<file path="config.mk">
export PLATFORM = sky130hd
export DESIGN_NAME = alu8_flags
export DESIGN_NICKNAME = d
export VERILOG_FILES = /design/src/rtl/alu8_flags.sv
export SDC_FILE = /design/constraint.sdc
export NUM_CORES = 1
export LEC_CHECK = 0
export BUFFER_PORTS_ARGS = -buffer_cell sky130_fd_sc_hd__buf_2
export CAP_MARGIN = 20
export CORE_ASPECT_RATIO = 1.1
export CORE_UTILIZATION = 59
export DETAILED_ROUTE_END_ITERATION = 12
export PLACE_DENSITY = 0.9
export SLEW_MARGIN = 25
export SYNTH_ARGS = -nofsm -noshare
export SYNTH_HDL_FRONTEND = slang
export SYNTH_SLANG_ARGS = --single-unit
</file>
<file path="constraint.sdc">
create_clock -name clk -period 4.8 [get_ports clk]
set_input_delay 0.96 -clock clk [delete_from_list [all_inputs] [get_ports clk]]
set_output_delay 0.96 -clock clk [all_outputs]
set_load 0.03 [all_outputs]
</file>
<file path="src/rtl/alu8_flags.sv">
module alu8_flags (
  input  logic       clk,
  input  logic       rst,
  input  logic       op_valid,
  input  logic [4:0] op_sel,
  input  logic [7:0] opa,
  input  logic [7:0] opb,
  input  logic [2:0] bit_sel,
  input  logic       irq_enter,
  input  logic       mask_load,
  input  logic [1:0] mask_wdata,
  output logic [7:0] result,
  output logic       res_we,
  output logic [7:0] ccr
);

  localparam logic [4:0] OP_ADD = 5'd0,  OP_ADC = 5'd1,  OP_SUB = 5'd2,  OP_SBC = 5'd3;
  localparam logic [4:0] OP_CMP = 5'd4,  OP_INC = 5'd5,  OP_DEC = 5'd6,  OP_NEG = 5'd7;
  localparam logic [4:0] OP_AND = 5'd8,  OP_OR  = 5'd9,  OP_XOR = 5'd10, OP_CPL = 5'd11;
  localparam logic [4:0] OP_LD  = 5'd12, OP_BT  = 5'd13, OP_RLC = 5'd14, OP_RRC = 5'd15;
  localparam logic [4:0] OP_SLL = 5'd16, OP_SRL = 5'd17, OP_SRA = 5'd18;
  localparam logic [4:0] OP_SCF = 5'd19, OP_RCF = 5'd20;

  logic v_q, i1_q, h_q, i0_q, n_q, z_q, c_q;
  logic [7:0] r;
  logic we, nz_upd, v_n, h_n, c_n;

  assign ccr = {v_q, 1'b0, i1_q, h_q, i0_q, n_q, z_q, c_q};

  wire       cin    = (op_sel == OP_ADC) & c_q;
  wire [8:0] add_s  = {1'b0, opa} + {1'b0, opb} + {8'd0, cin};
  wire [4:0] add_lo = {1'b0, opa[3:0]} + {1'b0, opb[3:0]} + {4'd0, cin};
  wire       add_v  = (opa[7] == opb[7]) & (add_s[7] != opa[7]);

  wire       bin    = (op_sel == OP_SBC) & c_q;
  wire [8:0] sub_d  = {1'b0, opa} - {1'b0, opb} - {8'd0, bin};
  wire       sub_v  = (opa[7] != opb[7]) & (sub_d[7] != opa[7]);

  always_comb begin
    r      = opa;
    we     = 1'b0;
    nz_upd = 1'b0;
    v_n    = v_q;
    h_n    = h_q;
    c_n    = c_q;
    case (op_sel)
      OP_ADD, OP_ADC: begin
        r = add_s[7:0]; we = 1'b1; nz_upd = 1'b1;
        v_n = add_v; h_n = add_lo[4]; c_n = add_s[8];
      end
      OP_SUB, OP_SBC, OP_CMP: begin
        r = sub_d[7:0]; we = (op_sel != OP_CMP); nz_upd = 1'b1;
        v_n = sub_v; c_n = sub_d[8];
      end
      OP_INC: begin r = opa + 8'd1; we = 1'b1; nz_upd = 1'b1; v_n = (opa == 8'h7F); end
      OP_DEC: begin r = opa - 8'd1; we = 1'b1; nz_upd = 1'b1; v_n = (opa == 8'h80); end
      OP_NEG: begin
        r = 8'd0 - opa; we = 1'b1; nz_upd = 1'b1;
        v_n = (opa == 8'h80); c_n = (opa != 8'd0);
      end
      OP_AND: begin r = opa & opb; we = 1'b1; nz_upd = 1'b1; end
      OP_OR:  begin r = opa | opb; we = 1'b1; nz_upd = 1'b1; end
      OP_XOR: begin r = opa ^ opb; we = 1'b1; nz_upd = 1'b1; end
      OP_CPL: begin r = ~opa;      we = 1'b1; nz_upd = 1'b1; end
      OP_LD:  begin r = opb;       we = 1'b1; nz_upd = 1'b1; end
      OP_BT:  c_n = opa[bit_sel];
      OP_RLC: begin r = {opa[6:0], c_q};  we = 1'b1; nz_upd = 1'b1; c_n = opa[7]; end
      OP_RRC: begin r = {c_q, opa[7:1]};  we = 1'b1; nz_upd = 1'b1; c_n = opa[0]; end
      OP_SLL: begin r = {opa[6:0], 1'b0}; we = 1'b1; nz_upd = 1'b1; c_n = opa[7]; end
      OP_SRL: begin r = {1'b0, opa[7:1]}; we = 1'b1; nz_upd = 1'b1; c_n = opa[0]; end
      OP_SRA: begin r = {opa[7], opa[7:1]}; we = 1'b1; nz_upd = 1'b1; c_n = opa[0]; end
      OP_SCF: c_n = 1'b1;
      OP_RCF: c_n = 1'b0;
      default: ;
    endcase
  end

  assign result = r;
  assign res_we = op_valid & we;

  always_ff @(posedge clk) begin
    if (rst) begin
      {v_q, h_q, n_q, z_q, c_q} <= '0;
      {i1_q, i0_q} <= 2'b11;
    end else begin
      if (op_valid) begin
        v_q <= v_n;
        h_q <= h_n;
        c_q <= c_n;
        if (nz_upd) begin
          n_q <= r[7];
          z_q <= (r == 8'd0);
        end
      end
      if (irq_enter)      {i1_q, i0_q} <= 2'b11;
      else if (mask_load) {i1_q, i0_q} <= mask_wdata;
    end
  end

endmodule

</file>
==> summary by stage, run 1 <==
STA
In the finished design, the share of the clock period the worst path needs comes to 97.4%. Based on the critical path, the design can be clocked at up to 214 MHz. The max-slew violation total from the final report is 0. The worst path meets setup with 0.124 ns of slack. The smallest clock period supported by the final layout is computed as 4.68 ns. Clock skew on the completed layout was measured at around 0.0042 ns. At the pin with the least slew margin, the transition time is around 0.53 ns.

The worst hold slack across all endpoints is 0.465 ns. The final count of hold timing violations came to 0. Setup violations remaining at the end of the flow were counted as 0.

The worst pin sits at a relative slew slack of 64.6%.

Hold path
The worst hold path depth is 2. In this run the worst hold path is classified as register to register.

Routing
The detailed-route vias per instance is 6.91. Across all layers, the routed design uses 3,648 vias. The DRC marker count from the first detailed-route iteration is approximately 550. Once detail routing completed, the nets flagged for antenna violations numbered 0. The routed length per instance is 20.9 um.

For this block, the routed nets add up to 11,000 um of wire. The number of remaining DRC errors is 2. For this run, the detailed router's first-pass iteration total came to 10.

Critical path
Data on the critical path is required at its endpoint by roughly 3.8 ns. In this run the register-to-register setup slack is 1.51 ns. For this run, the slowest stage of the critical path takes 0.55 ns.

At the worst endpoint, the arrival time is 3.72 ns. Broken down by cell family, the worst path's largest delay share belongs to compound AO/OA/AOI/OAI gates. The critical path depth in cells is 14.

The number of buffer and inverter instances along the worst setup path is 3. STA classifies the critical path startpoint as an input port. The signal on the critical path passes through buf_2 -> nor2_2 -> nand4_1 -> fa_1 -> inv_1 -> ha_1 -> o21ai_2 -> a211oi_2 -> a21o_1 -> a21oi_1 -> xnor2_1 -> a221oi_2 -> o211ai_1 -> buf_2. Of all nets on the critical path, the largest fanout is 4.

The worst register-to-register path has a depth of 12. The most used cell along the critical path is buf_2. The classification of the worst setup path is input port to output pin. The nature of the critical path endpoint is an output pin. The cell with the largest stage delay on the worst path is fa_1.

Synth
Of the total synthesized cell area, the portion taken by full adders, half adders and majority gates is 18.1%. The share of synthesized area in the top cell type comes to 14.9%. The area of the mapped netlist is roughly 3100 um^2. The number of distinct library cell variants in the gate-level netlist after synthesis is 78. Of the synthesized area, sequential elements account for about 4.5%. By area the synthesized netlist is led by ha_1 15%, nand2_1 4.6%, dfxtp_1 4.5%, xnor2_1 4.5%, a21oi_1 4.2%.

The combinational family with the most area after synthesis is compound AO/OA/AOI/OAI gates. The gate count of the mapped netlist is 429. The largest total area in the synthesized netlist belongs to ha_1. The per-instance average area after synthesis is 7.25 um^2.

In the synthesized netlist the async set-or-reset flop fraction comes to 0%. After Yosys synthesis, XOR and XNOR cells account for under 10% of the synthesized area. After synthesis, the share of cell area in mux cells is 4.78%. Summing the areas of all and, or, nand and nor instances in the mapped netlist gives a little under a quarter of the synthesized area. The number of nets in the synthesized netlist is 502. The number of synthesized register bits is 7. The count of flip-flops with a built-in enable after synthesis is 0.

In the synthesized netlist the dominant register cell turns out to be dfxtp_1. The synthesized netlist devotes a little under a third of its cell area to compound gates. The number of synthesis warnings is 0.

Floorplan
The chip width is slightly above 70 um. The die is 78.2 um tall. The placeable core region is 5030 um^2. The initial standard-cell utilization of the core is about three fifths. The die covers 5570 um^2. The floorplan has 27 rows. The number of top-level pins is 48.

CTS
The clock transition time at the flip-flop clock pins of the worst setup and hold paths is 0.04 ns. The TritonCTS buffer count is 3. The clock latency of the later-clocked register in the worst-skew pair is 0.23 ns.

The buffer type at the clock tree root is clkbuf_8. The clock sink count is 7. The deepest level of the CTS H-tree is 1. The buffer levels on the longest clock path is 2. In this run, post-CTS hold repair placed 0 buffers. TritonCTS built the clock tree.

Layout
The post-route core utilization is 69.1%. After the flow finishes, the layout carries non-filler instances totaling around 530. The finished cells cover 3480 um^2.

The post-route netlist has a little over a fifth of its cells at a drive strength greater than 1. The number of antenna diodes in the final layout is 0. The layout overhead on the synthesized area is 11.7%. The sequential cells in the finished layout cover a total of roughly 140 um^2. The layout has 457 filler cells. In the final layout, the multi-input gates occupy about 2700 um^2. The total number of nets in the final design is around 540.

Placed design
OpenSTA, run right after detailed placement, puts the worst setup slack at -0.0151 ns. The number of port buffers is 46. Summing all placed instances gives a cell area of 3400 um^2. Counting tap cells, the placed design contains a total of 523 instances.

After legalization and detailed placement, the total HPWL measured 8490 um. The congestion estimate from routability-driven global placement came to ~1.1.

Power
In this run the power density over the cells is roughly 150 nW/um^2. The total leakage power is between 1.5 and 2 nW. The highest ir drop seen on vdd is approximately 0.11 mV.

GRT
The via count of the first global-routing pass is 3,565. The number of antenna violations at the first check in global routing is 0. The met2 usage in global routing is roughly two thirds. The layer flagged by global routing as most heavily used is met2.

In the global route stage, met3 resource usage came out at 6.68%. The wire length of the first global-routing pass is 17,800 um. The met1 track demand over resource is 52.3%.

The global router's overall resource usage is 40.8%. Entering global routing, the biggest net connects 40 pins. After global routing the overflow that remains totals 0.

Run status
The flow ran to the end, but the final reports show violations. The final reports fail on design-rule violations.

Run
Across the run, the number of max-cap violations was 0.
[cells by family after synthesis]
kind of cell	Yosys count
and+or+nand+nor	141
AOI/OAI and AO/OA	139
buffers and inverters	64
adders and majority gates	42
xor gates and xnor gates	24
muxes	11
DFF	7
other	1
[routing by layer]
metal,share of wire [%],wire [um],vias to the layer above
met4,4.1,448,0
met3,11,1200,53
li1,-,-,1673
met2,47,5180,266
met5,0,0,-
met1,38,4220,1656
[worst paths after layout]
| kind | endpoint | start |
|---|---|---|
| max | result[7] | op_sel[2] |
| min | i0_q | i0_q |
| max reg2reg | z_q | c_q |
| min reg2reg | i0_q | i0_q |
[cell type report]
class / instances / share of cell area (%)
Multi-Input combinational cell: 358 / 77.0
Inverter: 27 / 2.91
Sequential cell: 7 / 4.03
Timing Repair Buffer: 74 / 12.7
Clock buffer: 4 / 1.30
Tap cell: 58 / 2.09
[worst register-to-register path: cells and delay by family (launching register included)]
kind / cells / cell delay, ns
flip-flops: 1 / 0.44
AND/OR/NAND/NOR: 4 / 0.86
adder cells (fa/ha/maj): 2 / 0.73
XOR/XNOR: 1 / 0.14
buffers and inverters: 1 / 0.05
AO/OA/AOI/OAI: 4 / 0.99
[state kept, by name, indices dropped and copies added (netlist names)]
name and count:
c_q 1, h_q 1, i0_q 1, i1_q 1, n_q 1, v_q 1
z_q 1
[metrics by stage]
stage	power [mW]	setup TNS, ns
floorplan	0.325	0
global placement	0.427	0
detailed placement	0.432	-0.0151
CTS	0.517	0
global route	0.567	-0.0268
finish	0.534	0
[Yosys cell counts (6+ instances only)]
| master | count |
|---|---|
| nor2b_1 | 7 |
| and2_1 | 6 |
| a211oi_1 | 7 |
| nor2_1 | 25 |
| xor2_1 | 8 |
| o21ai_0 | 21 |
| xnor2_1 | 16 |
| o22ai_1 | 9 |
| a22oi_1 | 10 |
| a21oi_1 | 26 |
| mux2i_1 | 7 |
| a32oi_1 | 9 |
| ha_1 | 37 |
| dfxtp_1 | 7 |
| buf_4 | 12 |
| nand2b_1 | 8 |
| nand2_1 | 38 |
| clkbuf_1 | 10 |
| nor3_1 | 12 |
| nand3_1 | 12 |
| inv_1 | 24 |
| buf_2 | 11 |
[layout by cell type (no fill, tap or decap), types with 3 or more instances in the layout]
| cell type | n |
|---|---|
| nor3_1 | 12 |
| a2111oi_0 | 4 |
| a2bb2oi_1 | 3 |
| and2_1 | 6 |
| a211oi_1 | 6 |
| o211ai_1 | 5 |
| a32oi_1 | 8 |
| inv_2 | 3 |
| o21ai_1 | 3 |
| nand2b_1 | 8 |
| a21oi_1 | 26 |
| fa_1 | 5 |
| ha_1 | 37 |
| a21o_1 | 5 |
| nor3b_1 | 4 |
| nand4_1 | 5 |
| o22ai_1 | 9 |
| clkbuf_8 | 3 |
| inv_1 | 24 |
| and3_1 | 3 |
| mux2i_1 | 7 |
| o21ai_0 | 21 |
| a22oi_1 | 10 |
| a31oi_1 | 3 |
| dfxtp_1 | 7 |
| nand2_1 | 38 |
| nand3b_1 | 5 |
| buf_2 | 46 |
| xnor2_1 | 16 |
| nor2b_1 | 6 |
| nor2_1 | 24 |
| nand3_1 | 12 |
| buf_4 | 28 |
| o2bb2ai_1 | 4 |
| xor2_1 | 8 |
[power breakdown]
part	internal [mW]	leakage (nW)	switching [mW]	total, mW
logic	0.148	1.43	0.238	0.386
registers	0.0608	0.0571	0.00202	0.0628
clock network	0.0576	0.0228	0.0274	0.0850
[timing repair]
item                       4_1_cts  5_1_grt
setup buffers                    0        1
gates resized for setup          0        5
setup endpoints to repair        0        3
(Power assumes the default switching activity.)
==> run 2, diff against run 1 <==
--- a/config.mk
+++ b/config.mk
@@ -8,9 +8,9 @@
 export BUFFER_PORTS_ARGS = -buffer_cell sky130_fd_sc_hd__buf_2
 export CAP_MARGIN = 20
 export CORE_ASPECT_RATIO = 1.1
-export CORE_UTILIZATION = 59
+export CORE_UTILIZATION = 64
 export DETAILED_ROUTE_END_ITERATION = 12
-export PLACE_DENSITY = 0.9
+export PLACE_DENSITY = 0.95
 export SLEW_MARGIN = 25
 export SYNTH_ARGS = -nofsm -noshare
 export SYNTH_HDL_FRONTEND = slang
==> constraint.sdc (replaced) <==
create_clock -name clk -period 5.6 [get_ports clk]
set_input_delay 1.12 -clock clk [delete_from_list [all_inputs] [get_ports clk]]
set_output_delay 1.12 -clock clk [all_outputs]
set_load 0.03 [all_outputs]
==> run 2 against run 1 <==
The run now ends clean. Non-clock buffer count down 12. Flip-flop and latch count unchanged. Sequential share of layout area up 0.14 points. Worst setup slack better by 0.17 ns. Highest routed layer unchanged.
==> summary by stage, run 2 (synthesis results as in run 1) <==
STA
The final setup violation count is 0 (unchanged). The max-slew violation total from the final report is 0 (unchanged). The remaining max-slew budget at the tightest pin is 42.8% (-22 points). The smallest clock period supported by the final layout is computed as 5.31 ns.

The top achievable clock speed is approximately 190 MHz. Setup repair after global routing left no endpoint under its margin. The final count of hold timing violations came to 0 (unchanged). The slew at the pin with the worst max-slew slack is 0.852 ns (+0.322 ns). The setup TNS after final layout is 0 ns (unchanged). The final critical path takes up 94.8% of the cycle. The final worst clock skew is 0.000361 ns (-0.00385 ns).

Critical path
By startpoint and endpoint, the worst setup path is classified as input port to output pin. STA classifies the critical path endpoint as an output pin. The signal on the critical path passes through buf_2 -> nor3b_1 -> and2_1 -> ha_1 -> a211oi_1 -> o21ai_0 -> a41o_1 -> xnor2_1 -> xnor2_1 -> nand2_1 -> o211ai_1 -> buf_2.

The stage delay of the slowest cell on the critical path is 0.51 ns (-0.04 ns). The data arrival at the endpoint of the critical path was 4.19 ns (+0.47 ns). The reg-to-reg setup timing slack is 2.38 ns (+0.87 ns). The family with the most delay on the worst path is simple AND/OR/NAND/NOR gates.

The critical path data required time is 4.48 ns (+0.64 ns). The maximum fanout count along the critical path is 10 (+6). The cell with the largest stage delay on the worst path is nor3b_1. The number of buffer and inverter instances along the worst setup path was 2 (-1). STA classifies the critical path startpoint as an input port.

Floorplan
The number of top-level pins was 48 (unchanged). The chip width is 68.5 um (-3.9%). The placeable core region was 4650 um^2 (-7.6%).

The initial standard-cell utilization of the core is 66.9% (+5.1 points). The die boundary height is 75.1 um (-3.9%). The site row count is 26 (-3.7%). The die area is 5150 um^2 (-7.6%).

Placed design
The number of port buffers is 46 (unchanged). The placed cell count is 510 (-2.5%). The HPWL reported at the end of detailed placement is 8110 um (-4.5%).

The global placer's final weighted congestion was 1.03 (-5.1%).

CTS
The deepest level of the CTS H-tree came to 1 (unchanged). The hold-fix buffer count after cts was 0 (unchanged). The TritonCTS buffer count is 3 (unchanged). The clock sink count came to 7 (unchanged). The CTS tree is done. The clock latency of the later-clocked register in the worst-skew pair is 0.23 ns (about the same).

The clock transition time at the flip-flop clock pins of the worst setup and hold paths is 0.04 ns (about the same). The buffer type at the clock tree root is clkbuf_8. The buffer levels on the longest clock path is 2 (unchanged). The setup fix buffers added after clock tree synthesis was 0 (unchanged).

The post-CTS resize count was 0 (unchanged).

GRT
The via count of the first global-routing pass is 3,128 (-12%). The wire length of the first global-routing pass is 15,800 um (-11%). The aggregate global routing overflow was 0 (unchanged).

The number of antenna violations at the first check in global routing is 0 (unchanged). The global router's overall resource usage is 42.3% (+1.5 points). The pin count of the biggest net entering global routing is 40 (unchanged).

Routing
The DRC marker count from the first detailed-route iteration is 579 (+4.7%). The remaining antenna violation count is 0 (unchanged). The sum of met3 wire segment lengths after detailed routing is 1470 um (+23%). The first-pass iteration count of the detailed router was 5 (-5). The total via count in the routed design is 3,603 (-1.2%). The routed length per instance is 21.0 um (+0.56%). The top layer used by detailed routing is met4. The met2 routed wirelength is 4740 um (-8.4%). The routed length on met1 came to 4090 um (-3.1%). The number of remaining DRC errors is 0 (-2). The routed wire length is 10,800 um (-2.1%).

The detailed-route vias per instance is 7.01 (+1.5%).

Layout
The final antenna diode count is 0 (unchanged). The total number of nets in the final design was 532 (-2.2%). Leaving out fill and tap cells, the most frequent cells in the layout are 46 x buf_2, 38 x nand2_1, 37 x ha_1. The count of non-filler cells in the finished layout came to 514 (-2.7%). The layout overhead on the synthesized area is 7.88%. The layout cell share with drive strength beyond 1 is 18.6% (-3.4 points). Leaving out fill and tap cells, the most frequent cell in the layout is buf_2. The count of filler cells inserted in the layout is 402 (-12%).

Power
The highest ir drop seen on vdd came to 0.0987 mV (-9.3%). The total leakage power was 1.45 nW (-4.2%). The total power divided by cell area came to 132 nW/um^2 (-14%).

Run
The number of max-cap violations is 0 (unchanged).

Run status
The run finished with clean final reports.

Hold path
The type of the tightest min-delay check is register to register.
==> run 2: final cells by class <==
cell class	instances	area (um^2)	share of cell area [%]
clock buffer	4	45.0	1.34
tap	56	70.1	2.09
sequential	7	140	4.17
timing repair buffer	62	350	10.4
multi-input combinational	358	2650	78.9
inverter	27	101	3.02
==> run 2: worst reg2reg max path, delay by kind of cell, from the launching register on <==
kind	cells	cell delay [ns]
AO/OA/AOI/OAI	4	1.01
XOR/XNOR	1	0.15
adder cells (fa/ha/maj)	2	0.71
buffers and inverters	1	0.05
flip-flops	1	0.43
AND/OR/NAND/NOR	4	0.80
==> run 2: through the flow <==
step | hold WS [ns] | area (um^2) | power (mW) | utilization, % | setup WS, ns
6_report | 0.468 | 3360 | 0.442 | 72.2 | 0.291
5_1_grt | 0.493 | 3360 | 0.467 | 72.2 | 0.0515
4_1_cts | 0.463 | 3360 | 0.432 | 72.2 | 0.341
3_5_place_dp | 0.456 | 3310 | 0.359 | 71.2 | 0.336
3_3_place_gp | 0.444 | 3310 | 0.357 | 71.2 | 0.343
2_1_floorplan | 0.431 | 3110 | 0.277 | - | 0.463
==> run 2: routing by layer <==
layer / vias up / global-route usage (%)
li1: 1654 / -
met1: 1609 / 55.3
met2: 290 / 65.9
met3: 50 / 10.3
met4: 0 / 17.4
met5: - / 0
==> run 2: path summary, 6_finish.rpt <==
kind | from | cells after the start | end
hold reg to reg | h_q | 2 | h_q
setup reg to reg | c_q | 12 | z_q
hold / removal | h_q | 2 | h_q
setup / recovery | op_sel[2] | 12 | result[7]
==> run 2: where the power goes <==
group | internal (mW) | total [mW] | switching (mW)
Combinational | 0.117 | 0.317 | 0.199
Clock | 0.0493 | 0.0714 | 0.0221
Sequential | 0.0521 | 0.0537 | 0.00155
